--- src/rtl/e1sa_pkg.sv ---
package e1sa_pkg;
  localparam int NFLD  = 8;
  localparam int REG_W = 8;
  localparam int FR_W  = 4;
  localparam int TS_W  = 8;

  // Byte bit that field f occupies (bit 7 is first on the line)
  function automatic int fld_pos(input int f);
    if (f <= 1) return 7;
    else if (f == 2) return 5;
    else return 7 - f;
  endfunction

  // Field f lives in odd (non-alignment) frames
  function automatic bit fld_odd(input int f);
    return (f != 0);
  endfunction

  // Register bit sent in a given frame: MSB first, one bit per frame pair
  function automatic logic [2:0] bit_sel(input logic [FR_W-1:0] fr);
    return 3'(REG_W - 1 - int'(fr[FR_W-1:1]));
  endfunction
endpackage

--- src/rtl/e1sa_host_regs.sv ---
module e1sa_host_regs
  import e1sa_pkg::*;
#(
  parameter int N      = NFLD,
  parameter int W      = REG_W,
  parameter int ADDR_W = 4
) (
  input  logic                  clk,
  input  logic                  rst_n,
  input  logic                  we,
  input  logic [ADDR_W-1:0]     addr,
  input  logic [W-1:0]          wdata,
  output logic [N-1:0][W-1:0]   regs,
  output logic [N-1:0]          ctrl
);
  localparam int CTRL_ADDR = N;

  for (genvar i = 0; i < N; i++) begin : g_reg
    logic hit;
    assign hit = we && (addr == ADDR_W'(i));
    always_ff @(posedge clk) begin
      if (!rst_n)   regs[i] <= '0;
      else if (hit) regs[i] <= wdata;
    end
  end

  always_ff @(posedge clk) begin
    if (!rst_n)                                   ctrl <= '0;
    else if (we && addr == ADDR_W'(CTRL_ADDR))    ctrl <= wdata[N-1:0];
  end
endmodule

--- src/rtl/e1sa_shadow.sv ---
module e1sa_shadow
  import e1sa_pkg::*;
#(
  parameter int N = NFLD,
  parameter int W = REG_W
) (
  input  logic                clk,
  input  logic                rst_n,
  input  logic                load,
  input  logic [N-1:0][W-1:0] din,
  output logic [N-1:0][W-1:0] dout
);
  always_ff @(posedge clk) begin
    if (!rst_n)    dout <= '0;
    else if (load) dout <= din;
  end
endmodule

--- src/rtl/e1sa_overlay.sv ---
module e1sa_overlay
  import e1sa_pkg::*;
#(
  parameter int N  = NFLD,
  parameter int W  = REG_W,
  parameter int FW = FR_W,
  parameter int BW = TS_W
) (
  input  logic                valid,
  input  logic [FW-1:0]       frame,
  input  logic [BW-1:0]       ts_in,
  input  logic [N-1:0]        ctrl,
  input  logic [N-1:0][W-1:0] src,
  output logic [BW-1:0]       ts_out
);
  logic [2:0]          sel;
  logic [N-1:0][BW-1:0] fmask;
  logic [N-1:0][BW-1:0] fval;
  logic [BW-1:0]        mask;
  logic [BW-1:0]        val;

  assign sel = bit_sel(frame);

  for (genvar f = 0; f < N; f++) begin : g_fld
    localparam int POS = fld_pos(f);
    localparam bit ODD = fld_odd(f);
    logic hit;
    logic bitv;
    assign hit      = valid && ctrl[f] && (frame[0] == ODD);
    assign bitv     = src[f][sel];
    assign fmask[f] = BW'(hit) << POS;
    assign fval[f]  = BW'(hit & bitv) << POS;
  end

  always_comb begin
    mask = '0;
    val  = '0;
    for (int f = 0; f < N; f++) begin
      mask = mask | fmask[f];
      val  = val  | fval[f];
    end
  end

  assign ts_out = (ts_in & ~mask) | val;
endmodule

--- src/rtl/e1sa_tx_insert.sv ---
module e1sa_tx_insert
  import e1sa_pkg::*;
#(
  parameter int N      = NFLD,
  parameter int W      = REG_W,
  parameter int FW     = FR_W,
  parameter int BW     = TS_W,
  parameter int ADDR_W = 4
) (
  input  logic              clk,
  input  logic              rst_n,
  input  logic              host_we,
  input  logic [ADDR_W-1:0] host_addr,
  input  logic [W-1:0]      host_wdata,
  input  logic              mf_clr,
  input  logic              ts0_valid,
  input  logic [FW-1:0]     ts0_frame,
  input  logic [BW-1:0]     ts0_in,
  output logic [BW-1:0]     ts0_out,
  output logic              mf_flag
);
  logic [N-1:0][W-1:0] host_q;
  logic [N-1:0][W-1:0] shadow_q;
  logic [N-1:0][W-1:0] src;
  logic [N-1:0]        ctrl_q;
  logic                boundary;

  assign boundary = ts0_valid && (ts0_frame == '0);
  // frame 0 reads the value being captured, later frames read the shadow
  assign src = boundary ? host_q : shadow_q;

  e1sa_host_regs #(.N(N), .W(W), .ADDR_W(ADDR_W)) u_regs (
    .clk(clk), .rst_n(rst_n), .we(host_we), .addr(host_addr),
    .wdata(host_wdata), .regs(host_q), .ctrl(ctrl_q)
  );

  e1sa_shadow #(.N(N), .W(W)) u_shadow (
    .clk(clk), .rst_n(rst_n), .load(boundary), .din(host_q), .dout(shadow_q)
  );

  e1sa_overlay #(.N(N), .W(W), .FW(FW), .BW(BW)) u_ovl (
    .valid(ts0_valid), .frame(ts0_frame), .ts_in(ts0_in),
    .ctrl(ctrl_q), .src(src), .ts_out(ts0_out)
  );

  always_ff @(posedge clk) begin
    if (!rst_n)        mf_flag <= 1'b0;
    else if (boundary) mf_flag <= 1'b1;
    else if (mf_clr)   mf_flag <= 1'b0;
  end
endmodule

--- config.mk ---
export PLATFORM = sky130hd
export DESIGN_NAME = e1sa_tx_insert
export DESIGN_NICKNAME = d
export VERILOG_FILES = /design/src/rtl/e1sa_pkg.sv /design/src/rtl/e1sa_host_regs.sv /design/src/rtl/e1sa_shadow.sv /design/src/rtl/e1sa_overlay.sv /design/src/rtl/e1sa_tx_insert.sv
export SDC_FILE = /design/constraint.sdc
export NUM_CORES = 1
export LEC_CHECK = 0
export CORE_UTILIZATION = 45
export DETAILED_ROUTE_END_ITERATION = 16
export PLACE_DENSITY = 0.65
export SLEW_MARGIN = 10
export SYNTH_ARGS = -nofsm -noshare
export SYNTH_HDL_FRONTEND = slang
export SYNTH_SLANG_ARGS = --single-unit
--- constraint.sdc ---
create_clock -name clk -period 7.54 [get_ports clk]
set_input_delay 1.508 -clock clk [delete_from_list [all_inputs] [get_ports clk]]
set_output_delay 1.508 -clock clk [all_outputs]
set_load 0.03 [all_outputs]
Word level (Yosys, flattened, before mapping)
Index checks and enable logic that the tools add are counted.
{ "totals": {"reg_bits": 137, "input_bits": 29} }
{ "classes": {"reduce_logical": 29, "eq_ne": 8, "addsub": 1, "mux": 19, "n_lt_le_gt_ge": 1, "n_bitwise": 26} }
{ "op_table": {"columns": ["operator", "n"], "rows": [
  ["two-way mux 64 bit", 1],
  ["OR 8 bit", 5],
  ["logical AND 1 bit", 26],
  ["binary-select mux 1 bit (select 3 bit)", 8],
  ["equality test 4 x 3 -> 1 bit (second input constant)", 4],
  ["OR 8 x 1 -> 8 bit", 2],
  ["OR 8 x 2 -> 8 bit", 2],
  ["OR 8 x 3 -> 8 bit", 2],
  ["OR 8 x 5 -> 8 bit", 2],
  ["two-way mux 1 bit", 10],
  ["AND 1 bit", 8],
  ["AND 8 bit", 1],
  ["equality test 4 x 2 -> 1 bit (second input constant)", 2],
  ["zero test 4 bit", 2],
  ["NOT 8 bit", 1],
  ["OR 8 x 4 -> 8 bit", 1],
  ["OR 8 x 6 -> 8 bit", 1],
  ["equality test 4 x 1 -> 1 bit (second input constant)", 1],
  ["equality test 4 bit (second input constant)", 1],
  ["< comparator 3 x 4 -> 1 bit (second input constant)", 1],
  ["subtractor 3 bit (first input constant)", 1],
  ["nonzero test 2 bit", 1],
  ["NOT 1 bit", 1]
]} }

Logic depth before layout (Yosys ltp)
{ "depth": {"word_depth": 14, "mapped_depth": 7, "mapped_depth_nobuf": 5} }

By module
Synthesis repeated with hierarchy kept, for this count alone.
{ "hier_totals": {"hier_cells": 585, "area_unflattened_um2": 6572.6} }
{ "by_module_without_submodules": {"columns": ["mod", "n_inst", "cells_each", "seq_area_each_um2", "area_each_um2"], "rows": [
  ["e1sa_host_regs", 1, 253, 1441.4, 2638.8],
  ["e1sa_shadow", 1, 206, 1281.2, 2451.1],
  ["e1sa_tx_insert", 1, 76, 20.0, 850.8],
  ["e1sa_overlay", 1, 50, 0.0, 631.9]
]} }

Worst setup path after synthesis
No wires, ideal clock.
{ "synth_timing": {"kind": "in2out", "start": "input port ts0_frame[0]", "end": "output port ts0_out[7]", "slack_ps": 2889, "path_buffers": 1, "path_stages": 6, "arrival_ps": 3143, "cell_sequence": "nor4b_4 > buf_6 > mux2_4 > mux4_2 > a22oi_1 > nand3_1"} }
{ "synth_between": {"elab_chain_len": 14, "elab_cells_between_ends": 29} }
{ "synth_lines": {"columns": ["element", "line_no", "rtl"], "rows": [
  ["from (decl)", "e1sa_tx_insert.sv:17", "input logic [FW-1:0] ts0_frame,"],
  ["zero test 4 bit", "e1sa_tx_insert.sv:28", "assign boundary = ts0_valid && (ts0_frame == '0);"],
  ["logical AND 1 bit", "e1sa_tx_insert.sv:28", null],
  ["two-way mux 64 bit", null, null],
  ["binary-select mux 1 bit (select 3 bit)", "e1sa_overlay.sv:30", "assign bitv = src[f][sel];"],
  ["two-way mux 1 bit (not written as such)", "e1sa_overlay.sv:30", null],
  ["AND 1 bit", "e1sa_overlay.sv:32", "assign fval[f] = BW'(hit & bitv) << POS;"],
  ["OR 8 bit (2 in a row)", "e1sa_overlay.sv:40", "val = val | fval[f];"],
  ["OR 8 x 5 -> 8 bit", "e1sa_overlay.sv:40", null],
  ["OR 8 bit", "e1sa_overlay.sv:40", null],
  ["OR 8 x 3 -> 8 bit", "e1sa_overlay.sv:40", null],
  ["OR 8 x 2 -> 8 bit", "e1sa_overlay.sv:40", null],
  ["OR 8 x 1 -> 8 bit", "e1sa_overlay.sv:40", null],
  ["OR 8 bit (*)", "e1sa_overlay.sv:44", "assign ts_out = (ts_in & ~mask) | val;"],
  ["to (decl)", "e1sa_tx_insert.sv:19", "output logic [BW-1:0] ts0_out,"]
]} }
Every way passes the cells marked *; elsewhere a longest branch is shown, timed or not. The select of a mux whose other input is x is not followed.

Worst setup path in the final report
{ "layout_timing": {"start": "input port ts0_valid", "end": "output port ts0_out[7]"} }
{ "layout_between": {"elab_chain_len": 13, "elab_cells_between_ends": 29} }
{ "layout_lines": {"columns": ["element", "line_no", "rtl"], "rows": [
  ["from (decl)", "e1sa_tx_insert.sv:16", "input logic ts0_valid,"],
  ["logical AND 1 bit", "e1sa_tx_insert.sv:28", null],
  ["two-way mux 64 bit", null, null],
  ["binary-select mux 1 bit (select 3 bit)", "e1sa_overlay.sv:30", null],
  ["two-way mux 1 bit (not written as such)", "e1sa_overlay.sv:30", null],
  ["AND 1 bit", "e1sa_overlay.sv:32", null],
  ["OR 8 bit (2 in a row)", "e1sa_overlay.sv:40", null],
  ["OR 8 x 5 -> 8 bit", "e1sa_overlay.sv:40", null],
  ["OR 8 bit", "e1sa_overlay.sv:40", null],
  ["OR 8 x 3 -> 8 bit", "e1sa_overlay.sv:40", null],
  ["OR 8 x 2 -> 8 bit", "e1sa_overlay.sv:40", null],
  ["OR 8 x 1 -> 8 bit", "e1sa_overlay.sv:40", null],
  ["OR 8 bit (*)", "e1sa_overlay.sv:44", null]
]} }
Marks and branches as above.

==> reports/qor.yml <==
grt_max_degree: 138
rows: 42
grt_usage: 0.2234
nFillCells: 1157
die_w_microns: 118.2
insertion_delay_ns: 0.42
ir_drop_mv: 0.1413
cp_max_fo: 19
crit_type: "input pin to primary output"
grt_pass1_vias: 4440
setup_viol: 0
finalHoldViolCount: 0
maxSlewViolCount: 0
cap_violations: 0
cellPowerDensity_nw_per_um2: 238.8
cp-end-kind: "primary output"
fin_crit_ns: 6.255
fin_crit_sh: 0.8296
nets: 698
grt_pass1_wl_microns: 23820
port_buffers: 35
status: "complete, no violations"
cts.repair.resized: 0
grt-ovfl-total: 0
synth_cell_types: 38
p_seq_frac: 0.433
hpwl_microns: 9027
cts_hold_repair.buffers: 0
leakagePower_uw: 0.002548
yosys_register_bits: 137
synth-async-reset-ratio: 0
gp_congestion: 0.7903
finalNonFillerCells: 858
num_antenna_cells: 0
place_inst: 826
drive_gt1_frac: 0.06598
synth_area_leader_cell: "dfxtp_1"
synth-edff-count: 0
top_level_ports: 38
ys_seq_area_frac: 0.4511
clk_pin_slew_ns: 0.06
cp.required_ns: 6.03
htreeDepth: 4
skew_ns: 0.003157
area_growth_pct: 16.57
synth_nets: 692
drtAntennaViolNets: 0
cts_buffer_depth: 2
yosysWarnings: 0
wl_microns: 14970
firstDrtPassIters: 5
pwr-share-clk: 0.508
synthTopCellsByCount: "137 x dfxtp_1, 135 x nand2_1, 99 x mux2i_1, 76 x nor2b_1, 65 x a21boi_1"
core_sq_um: 13190
relSlewSlack: 0.2728
postCtsSetupRepairBufs: 0
via_count: 4641
worstMarginPinSlew_ns: 1.091
synth_cells: 663
synth.most_common_cell: "dfxtp_1"
power_frac_comb: 0.059
avgSynthCellArea_sq_um: 9.170
wl_per_cell_microns: 17.45
max_clock_freq_mhz: 159.9
dieArea_sq_um: 13980
yosysTopAreaCellShare: 0.4511
finalSetupTns_ns: 0
chipHeight_microns: 118.2
ys.flop_type: "dfxtp_1"
cp.arrival_ns: 4.75
p_int_uw: 1335
cts_buffers: 17
initial_utilization: 0.4609
viasPerCell: 5.409
cts_tree: "yes"
hold_path.class: "flip-flop to flip-flop"
synth_area_sq_um: 6080
yosys-top-cells-area: "dfxtp_1 45%, mux2i_1 16%, nand2_1 8.3%, a21boi_1 8.0%, nor2b_1 7.8%"
cts.sink_count: 137
antenna_found_initial: 0
critPathLaunchType: "input pin"
p_sw_frac: 0.2110
drc: 0
p_switching_uw: 357.0
rsz0062_at_grt: "false"
cts_root_buffer: "clkbuf_16"
drtIter0Drc: 399
-- layout by cell type, fill, tap and decap left out, drive strengths merged, types with 5 or more instances in the layout --
master / synthesis / routed
nor2: 14 / 14
mux2: 5 / 5
nand2: 135 / 135
clkbuf: 40 / 26
a21oi: 8 / 8
mux2i: 99 / 99
nor2b: 76 / 76
o21ai: 10 / 10
buf: 16 / 9
dfxtp: 137 / 137
nand3: 10 / 10
a211oi: 5 / 5
o22ai: 5 / 5
a21boi: 65 / 65
clkdlybuf4s50: 0 / 34
-- critical path, stage by stage --
cell and delay, ns:
clkdlybuf4s50_1 0.84, nor4b_4 0.29, buf_4 0.40, mux2_4 0.33, mux4_2 0.45, a22oi_1 0.20
nand3_1 0.11, clkdlybuf4s50_1 0.62
-- power by group through the flow --
stage               clock (uW)  combinational, uW  sequential, uW
floorplan                    0               60.6             747
global placement             0               97.6             748
detailed placement           0               99.0             748
CTS                        874               99.5             732
global route               907                106             733
finish                     860               99.8             732
-- layout make-up --
class                   instances  area, sq um  share of cell area
clock inverters                 6        110.1             0.01554
inverters                       2        7.507            0.001059
flip-flops and latches        137         2743              0.3870
multi-input cells             468         3092              0.4363
repair buffers                 43        405.4             0.05720
clock buffers                  26        509.2             0.07186
well taps                     176        220.2             0.03107
-- worst paths after layout --
check                                             startpoint                           end  slack, ns  cells after the start
worst max register to register  u_shadow.dout[46]$_SDFF_PN0_  u_shadow.dout[46]$_SDFF_PN0_       6.87                      2
worst min register to register  u_regs.regs[61]$_SDFFE_PN0P_  u_shadow.dout[61]$_SDFF_PN0_       0.45                      2
worst min-delay path            u_regs.regs[61]$_SDFFE_PN0P_  u_shadow.dout[61]$_SDFF_PN0_       0.45                      2
worst max-delay path                               ts0_valid                    ts0_out[7]       1.28                      8
-- registers in the layout, indices dropped and copies added, names as in the netlist --
register and flops:
u_regs.regs 64, u_shadow.dout 64, u_regs.ctrl 8, mf_flag 1
-- through the flow --
stage	hold slack [ns]	setup slack (ns)	cell area (sq um)	utilization	total power, uW
floorplan	0.4300	2.889	6080	-	808.0
global placement	0.4334	1.351	6467	0.4903	845.4
detailed placement	0.4433	1.327	6467	0.4903	846.9
CTS	0.4506	1.313	7087	0.5373	1706
global route	0.4668	1.203	7087	0.5373	1746
finish	0.4483	1.285	7087	0.5373	1692
-- kinds of logic (layout without fill, tap and decap cells) --
kind of cell | Yosys count | after routing | share of synthesized area
multiplexers | 105 | 105 | 0.1766
flip-flops | 137 | 137 | 0.4511
buffers and inverters | 58 | 77 | 0.04095
AO/OA/AOI/OAI | 113 | 113 | 0.1327
AND/OR/NAND/NOR | 250 | 250 | 0.1986
-- layer usage --
layer	track usage	routed length (microns)
met5	0	0
met4	0.09936	329
met3	0.05309	759
met2	0.3419	6805
met1	0.2985	7077
Power figures use the tool's default switching activity.
